$ cat src/rtl/pow2_div_pkg.sv
package pow2_div_pkg;
  localparam int DEF_DIV_STAGES  = 7;
  localparam int DEF_RING_STAGES = 9;
  localparam int DEF_RSEL_W      = 2;
  localparam int RING_MIN        = 3;
  localparam int RING_STEP       = 2;

  // Mask with the lowest k bits set.
  function automatic logic [31:0] low_ones(input int k);
    if (k >= 32) return '1;
    if (k <= 0)  return '0;
    return (32'h1 << k) - 32'h1;
  endfunction

  // Number of ring stages for a ring-length code.
  function automatic int ring_len(input int code);
    return RING_MIN + RING_STEP * code;
  endfunction
endpackage

$ cat src/rtl/ring_len_decode.sv
module ring_len_decode
  import pow2_div_pkg::*;
#(
  parameter int RING_STAGES = DEF_RING_STAGES,
  parameter int RSEL_W      = DEF_RSEL_W
) (
  input  logic                   clk,
  input  logic                   rst,
  input  logic [RSEL_W-1:0]      ring_sel,
  output logic [RING_STAGES-1:0] ring_en
);
  logic [31:0] full_mask;

  always_comb begin
    full_mask = low_ones(ring_len(int'(ring_sel)));
  end

  always_ff @(posedge clk) begin
    if (rst) ring_en <= '0;
    else     ring_en <= full_mask[RING_STAGES-1:0];
  end


  ring_prefix_chk: assert property (@(posedge clk) disable iff (rst)
    (ring_en != '0) |-> ((ring_en & (ring_en + 1'b1)) == '0));

  ring_count_chk: assert property (@(posedge clk) disable iff (rst)
    (ring_en != '0) |-> ($countones(ring_en) == 3 || $countones(ring_en) == 5 ||
                         $countones(ring_en) == 7 || $countones(ring_en) == 9));
endmodule

$ cat src/rtl/div_mode_ctrl.sv
module div_mode_ctrl
  import pow2_div_pkg::*;
#(
  parameter int DIV_STAGES = DEF_DIV_STAGES,
  localparam int MODE_W    = $clog2(DIV_STAGES + 1)
) (
  input  logic                  clk,
  input  logic                  rst,
  input  logic [MODE_W-1:0]     div_sel,
  output logic [MODE_W-1:0]     cur_mode,
  output logic                  mode_chg,
  output logic [DIV_STAGES-1:0] div_en
);
  logic [31:0] sel_mask;

  always_comb begin
    mode_chg = (div_sel != cur_mode);
    sel_mask = low_ones(int'(div_sel));
  end

  always_ff @(posedge clk) begin
    if (rst) begin
      cur_mode <= '0;
      div_en   <= '0;
    end else begin
      cur_mode <= div_sel;
      div_en   <= sel_mask[DIV_STAGES-1:0];
    end
  end


  div_en_prefix_chk: assert property (@(posedge clk) disable iff (rst)
    (div_en & (div_en + 1'b1)) == '0);

  div_en_count_chk: assert property (@(posedge clk) disable iff (rst)
    mode_chg |=> ($countones(div_en) == int'(cur_mode)));
endmodule

$ cat src/rtl/halving_chain.sv
module halving_chain
  import pow2_div_pkg::*;
#(
  parameter int DIV_STAGES = DEF_DIV_STAGES
) (
  input  logic                  clk,
  input  logic                  rst,
  input  logic                  clr,
  input  logic [DIV_STAGES-1:0] stage_en,
  output logic [DIV_STAGES-1:0] cnt
);
  logic [DIV_STAGES:0] carry;

  assign carry[0] = 1'b1;

  for (genvar k = 0; k < DIV_STAGES; k++) begin : g_stage
    assign carry[k+1] = carry[k] & cnt[k];

    always_ff @(posedge clk) begin
      if (rst || clr || !stage_en[k]) cnt[k] <= 1'b0;
      else                           cnt[k] <= cnt[k] ^ carry[k];
    end

    // a disabled stage stays idle
    idle_stage_chk: assert property (@(posedge clk) disable iff (rst)
      !stage_en[k] |=> !cnt[k]);
  end

  // the chain wraps to zero after its last active count
  wrap_chk: assert property (@(posedge clk) disable iff (rst)
    (!clr && stage_en != '0 && cnt == stage_en) |=> (cnt == '0));
endmodule

$ cat src/rtl/tap_resample.sv
module tap_resample
  import pow2_div_pkg::*;
#(
  parameter int DIV_STAGES = DEF_DIV_STAGES,
  localparam int MODE_W    = $clog2(DIV_STAGES + 1)
) (
  input  logic                  clk,
  input  logic                  rst,
  input  logic                  mode_chg,
  input  logic [MODE_W-1:0]     req_mode,
  input  logic [MODE_W-1:0]     cur_mode,
  input  logic [DIV_STAGES-1:0] cnt,
  output logic                  tap_q,
  output logic                  pass_en
);
  logic tap_sel;

  always_comb begin
    tap_sel = 1'b0;
    for (int k = 0; k < DIV_STAGES; k++) begin
      if (int'(cur_mode) == k + 1) tap_sel = cnt[k];
    end
  end

  always_ff @(posedge clk) begin
    if (rst || mode_chg) tap_q <= 1'b0;
    else                 tap_q <= tap_sel;
  end

  // Gate enable moves only while clk is low, so the pass path never glitches.
  always_ff @(negedge clk) begin
    if (rst) pass_en <= 1'b0;
    else     pass_en <= (req_mode == '0) && (cur_mode == '0);
  end


  chg_low_chk: assert property (@(posedge clk) disable iff (rst)
    mode_chg |=> !tap_q);
endmodule

$ cat src/rtl/pow2_clk_div.sv
module pow2_clk_div
  import pow2_div_pkg::*;
#(
  parameter int DIV_STAGES  = DEF_DIV_STAGES,
  parameter int RING_STAGES = DEF_RING_STAGES,
  parameter int RSEL_W      = DEF_RSEL_W,
  localparam int MODE_W     = $clog2(DIV_STAGES + 1)
) (
  input  logic                   clk,
  input  logic                   rst,
  input  logic [MODE_W-1:0]      div_sel,
  input  logic [RSEL_W-1:0]      ring_sel,
  output logic                   clk_out,
  output logic [RING_STAGES-1:0] ring_en,
  output logic [DIV_STAGES-1:0]  div_en
);
  logic [MODE_W-1:0]     cur_mode;
  logic                  mode_chg;
  logic [DIV_STAGES-1:0] cnt;
  logic                  tap_q;
  logic                  pass_en;

  div_mode_ctrl #(.DIV_STAGES(DIV_STAGES)) u_ctrl (
    .clk(clk), .rst(rst), .div_sel(div_sel),
    .cur_mode(cur_mode), .mode_chg(mode_chg), .div_en(div_en)
  );

  halving_chain #(.DIV_STAGES(DIV_STAGES)) u_chain (
    .clk(clk), .rst(rst), .clr(mode_chg), .stage_en(div_en), .cnt(cnt)
  );

  tap_resample #(.DIV_STAGES(DIV_STAGES)) u_tap (
    .clk(clk), .rst(rst), .mode_chg(mode_chg), .req_mode(div_sel),
    .cur_mode(cur_mode), .cnt(cnt), .tap_q(tap_q), .pass_en(pass_en)
  );

  ring_len_decode #(.RING_STAGES(RING_STAGES), .RSEL_W(RSEL_W)) u_ring (
    .clk(clk), .rst(rst), .ring_sel(ring_sel), .ring_en(ring_en)
  );

  assign clk_out = (clk & pass_en) | tap_q;

  // the pass path and the divided path never drive together
  path_excl_chk: assert property (@(posedge clk) disable iff (rst)
    !(pass_en && tap_q));
endmodule

$ cat config.mk
export PLATFORM = sky130hd
export DESIGN_NAME = pow2_clk_div
export DESIGN_NICKNAME = d
export VERILOG_FILES = /design/src/rtl/pow2_div_pkg.sv /design/src/rtl/ring_len_decode.sv /design/src/rtl/div_mode_ctrl.sv /design/src/rtl/halving_chain.sv /design/src/rtl/tap_resample.sv /design/src/rtl/pow2_clk_div.sv
export SDC_FILE = /design/constraint.sdc
export NUM_CORES = 1
export LEC_CHECK = 0
export ABC_CLOCK_PERIOD_IN_PS = 1670
export BUFFER_PORTS_ARGS = -buffer_cell sky130_fd_sc_hd__buf_2
export CAP_MARGIN = 30
export CORE_MARGIN = 2
export CORE_UTILIZATION = 46
export DETAILED_ROUTE_END_ITERATION = 8
export PLACE_DENSITY = 0.72
export SYNTH_ARGS = -nofsm -noshare
export SYNTH_HDL_FRONTEND = slang
export SYNTH_HIERARCHICAL = 1
export SYNTH_SLANG_ARGS = --single-unit
$ cat constraint.sdc
create_clock -name clk -period 1.67 [get_ports clk]
set_input_delay 0.2505 -clock clk [delete_from_list [all_inputs] [get_ports clk]]
set_output_delay 0.2505 -clock clk [all_outputs]
set_load 0.005 [all_outputs]
* After elaboration in Yosys (flattened, before gate mapping)
Index checks and enable logic that the tools add are counted.
** Cells by class
- $add $sub $neg :: 3
- Magnitude comparators :: 3
- Equal/unequal tests :: 8
- Shifts and indexed selects :: 2
- Multiplexer cells :: 17
- Bitwise gates (word level) :: 14
- Reductions and logical operators :: 18
** Operators with widths (number)
- 9-bit 2-to-1 mux :: 4
- 32-bit by 7-bit greater-or-equal comparator with 1-bit output, second input constant :: 1
- 32-bit by 1-bit less-or-equal comparator with 1-bit output, second input constant :: 1
- 1-bit by 32-bit left shift with 9-bit output, first input constant :: 1
- 7-bit 2-to-1 mux :: 2
- 3-bit equality test, second input constant :: 4
- 1-bit 2-to-1 mux :: 11
- 9-bit by 1-bit subtractor with 9-bit output, second input constant :: 1
- 1-bit logical OR :: 8
- 1-bit logical NOT :: 7
- 1-bit by 3-bit left shift with 7-bit output, first input constant :: 1
- 7-bit by 1-bit subtractor with 7-bit output, second input constant :: 1
- 1-bit AND :: 6
- 3-bit by 2-bit equality test with 1-bit output, second input constant :: 2
- 3-bit logical NOT :: 2
- 1-bit XOR :: 6
- 2-bit by 3-bit adder with 4-bit output, first input constant :: 1
- 3-bit by 1-bit equality test with 1-bit output, second input constant :: 1
- 3-bit by 1-bit less-or-equal comparator with 1-bit output, second input constant :: 1
- 3-bit != test :: 1
- 1-bit logical AND :: 1
- 1-bit NOT :: 1
- 1-bit OR :: 1
** Word-level totals
- Register bits after elaboration :: 28
- Input port bits :: 7
- Output and inout bits :: 17
- Logic and storage cells :: 77

* Depth between registers and ports, before layout
- Depth after elaboration :: 8
- Mapped depth :: 7
- Mapped depth without buffers :: 7

* By module
Netlist, hierarchy kept.
** Modules (own cells, without submodules)
- div_mode_ctrl :: times used 1, cells an instance 41, area each 419.2 um^2, sequential area each 200.2 um^2
- halving_chain :: times used 1, cells an instance 21, area each 270.3 um^2, sequential area each 140.1 um^2
- ring_len_decode :: times used 1, cells an instance 15, area each 187.7 um^2, sequential area each 120.1 um^2
- tap_resample :: times used 1, cells an instance 11, area each 133.9 um^2, sequential area each 40.0 um^2
- pow2_clk_div :: times used 1, cells an instance 1, area each 7.5 um^2, sequential area each 0.0 um^2

==> metrics.csv <==
metric,value,unit
status,finished with violations,
violations,setup timing,
io_buffers,23,
grt-ovfl-total,0,
p_leak,0.615,nW
fin_util,0.582,
cp_slowest_cell,dfxtp_1,
power_frac_seq,0.555,
r2r-start,u_ctrl/cur_mode[2],
ioPinCount,24,
critPathArrivalTime,1.89,ns
finalWeightedCongestion,0.720,
hp-start,ring_sel[0],
dp_hpwl,1.42,mm
placedCellCount,143,
drive_above_1_share,0.484,
wl,1.91,mm
r2r_cells,2,
drc,0,
setup_viol,2,
drtAntennaViolNets,0,
synth-seq-cells,25,
worstPathCellList,a21o_1 -> buf_2,
finalClockSkew,0.0729,ns
p_switching,278,uW
drv_cap,0,
grt_use_total,0.174,
yosysMostFrequentCell,dfxtp_1,
clkTransAtPathRegs,0.14,ns
nNetsFinal,136,
avgSynthCellArea,11.4,um2
first_iter_violations,3,
reg2reg_to,u_tap/pass_en,
whs_endpoint,u_ring/ring_en[3],
yosys-top-cells-area,"dfxtp_1 (49%), ha_1 (7.4%), and3_1 (3.7%)",
syn_inst,89,
synth_area,1020,um2
yosysUniqueCellTypes,33,
p_sw_frac,0.244,
synth.largest_area_cell,dfxtp_1,
internal_power,860,uW
ys_seq_area_frac,0.491,
finalHoldViolations,0,
worstSetupPathType,register to output port,
die_y,51.1,um
dp_worst_setup_slack,-0.302,ns
synth_commonest_cells,"dfxtp_1 (25), and3_1 (6), ha_1 (6)",
end_kind,output port,
layout-area-overhead-vs-synth,22.9,%
antenna_found_initial,0,
vias,712,
slowest_delay,0.30,ns
finalWorstSetupSlack,-0.472,ns
whs_path_depth,2,
start_util,0.474,
worstHoldPathType,input port to register,
dr.pass1.iters,3,
tightest_slew,0.333,ns
relSlewSlack,0.778,
dieWidth,51.1,um
rrSetupSlack,-0.18,ns
slew_viol_final,0,
grt_first_pass_wirelength,3.12,mm
die-area,2610,um2
fin_cells,150,
combPwrFrac,0.109,
clock_power_share,0.336,
p_per_area,909,nW/um2
yosysWarnings,6,
synth_ff_type,dfxtp_1,
crit_path_start_kind,register,
grt_max_degree,19,
yosysTopAreaCellShare,0.491,
rsz0062_at_grt,yes,
synth_fp_nets,102,
fill_cells,205,
antenna_cells,0,
synth_edf_count,0,
via_per_inst,4.75,
worstPathRequired,1.42,ns
final-seq-area,504,um2
grt_pass1_vias,690,
path_max_fanout,1,
cts_tree,done,
synthArstFlopShare,0,
fin_hold_ws,0.0742,ns
insertion_delay,0.49,ns
multiInputGateArea,453,um2
avgRoutedWirePerCell,12.7,um
row_count,17,
peakVddDrop,0.000546,V
core_area,2150,um2
==> cell type report <==
cell class / instances / area share
Sequential cell: 25 / 0.403
Clock buffer: 7 / 0.0400
Inverter: 4 / 0.0120
Clock inverter: 2 / 0.00700
Tap cell: 28 / 0.0280
Timing Repair Buffer: 32 / 0.148
Multi-Input combinational cell: 52 / 0.362
==> repair_timing <==
| item | in CTS | in global routing |
|---|---|---|
| hold buffers | 0 | 0 |
| buffers inserted | 0 | 0 |
| setup endpoints to repair | 3 | 3 |
| resized for setup | 6 | 2 |
| pin swaps | 0 | 1 |
| cloned | 0 | 0 |
==> state kept, by name, indices dropped and copies added (netlist names) <==
register	count
u_ctrl/div_en	7
u_chain/cnt	7
u_ring/ring_en	6
u_ctrl/cur_mode	3
u_tap/tap_q	1
u_tap/pass_en	1
==> per-stage QoR <==
stage	instance area [um2]	power, mW	setup TNS, ns
floorplan	1020	0.725	-0.187
global placement	1180	0.773	-0.302
detailed placement	1180	0.778	-0.484
CTS	1250	1.15	-0.662
global route	1250	1.21	-0.745
finish	1250	1.14	-0.654
==> worst max-delay path, delay by kind of cell, from the launching register on <==
family | cells | cell delay (ns)
flops | 1 | 0.30
buf+inv | 1 | 0.12
compound gates | 1 | 0.14
==> how the worst max path moves through the flow <==
stage                            start       endpoint
finish                   u_tap/pass_en        clk_out
global route             u_tap/pass_en        clk_out
CTS                      u_tap/pass_en        clk_out
detailed placement          div_sel[0]  u_tap/pass_en
global placement            div_sel[0]  u_tap/pass_en
floorplan           u_ctrl/cur_mode[2]  u_tap/pass_en
==> power groups by stage <==
stage	combinational [mW]	clock, mW	sequential (mW)
global placement	0.120	0.00951	0.643
CTS	0.125	0.393	0.632
floorplan	0.0688	0.00866	0.648
detailed placement	0.123	0.00951	0.645
global route	0.137	0.438	0.636
finish	0.124	0.382	0.632
==> logic make-up after synthesis <==
kind of cell,share of synthesized area
multiplexers,0.0332
AND/OR/NAND/NOR,0.230
XOR/XNOR,0.0430
adder cells (fa/ha/maj),0.0737
AO/OA/AOI/OAI,0.0516
flip-flops,0.491
buffers and inverters,0.0774
==> per-layer routing <==
layer  vias up  wire [um]  GRT usage
met2         8       1030      0.268
met5         -          0          0
met3         4         42     0.0497
met4         0         25      0.144
li1        373          -          -
met1       327        816      0.196
==> cells in the final DEF (no fill, tap or decap), drive strengths merged <==
master / n
mux2: 1
nor4b: 1
xor2: 1
dfxtp: 25
a221oi: 1
clkbuf: 6
and2b: 3
nor2b: 5
nand3: 2
clkinv: 1
and3: 6
nor4bb: 1
xnor2: 4
nor4: 2
o21ai: 1
ha: 6
mux4: 1
nor3: 2
o21ba: 1
a21o: 1
and3b: 1
a21oi: 1
nand2: 1
a32o: 1
nor2: 3
a31oi: 1
nand3b: 1
or4b: 2
buf: 33
inv: 5
or4: 1
and2: 1
(Power assumes the default switching activity.)
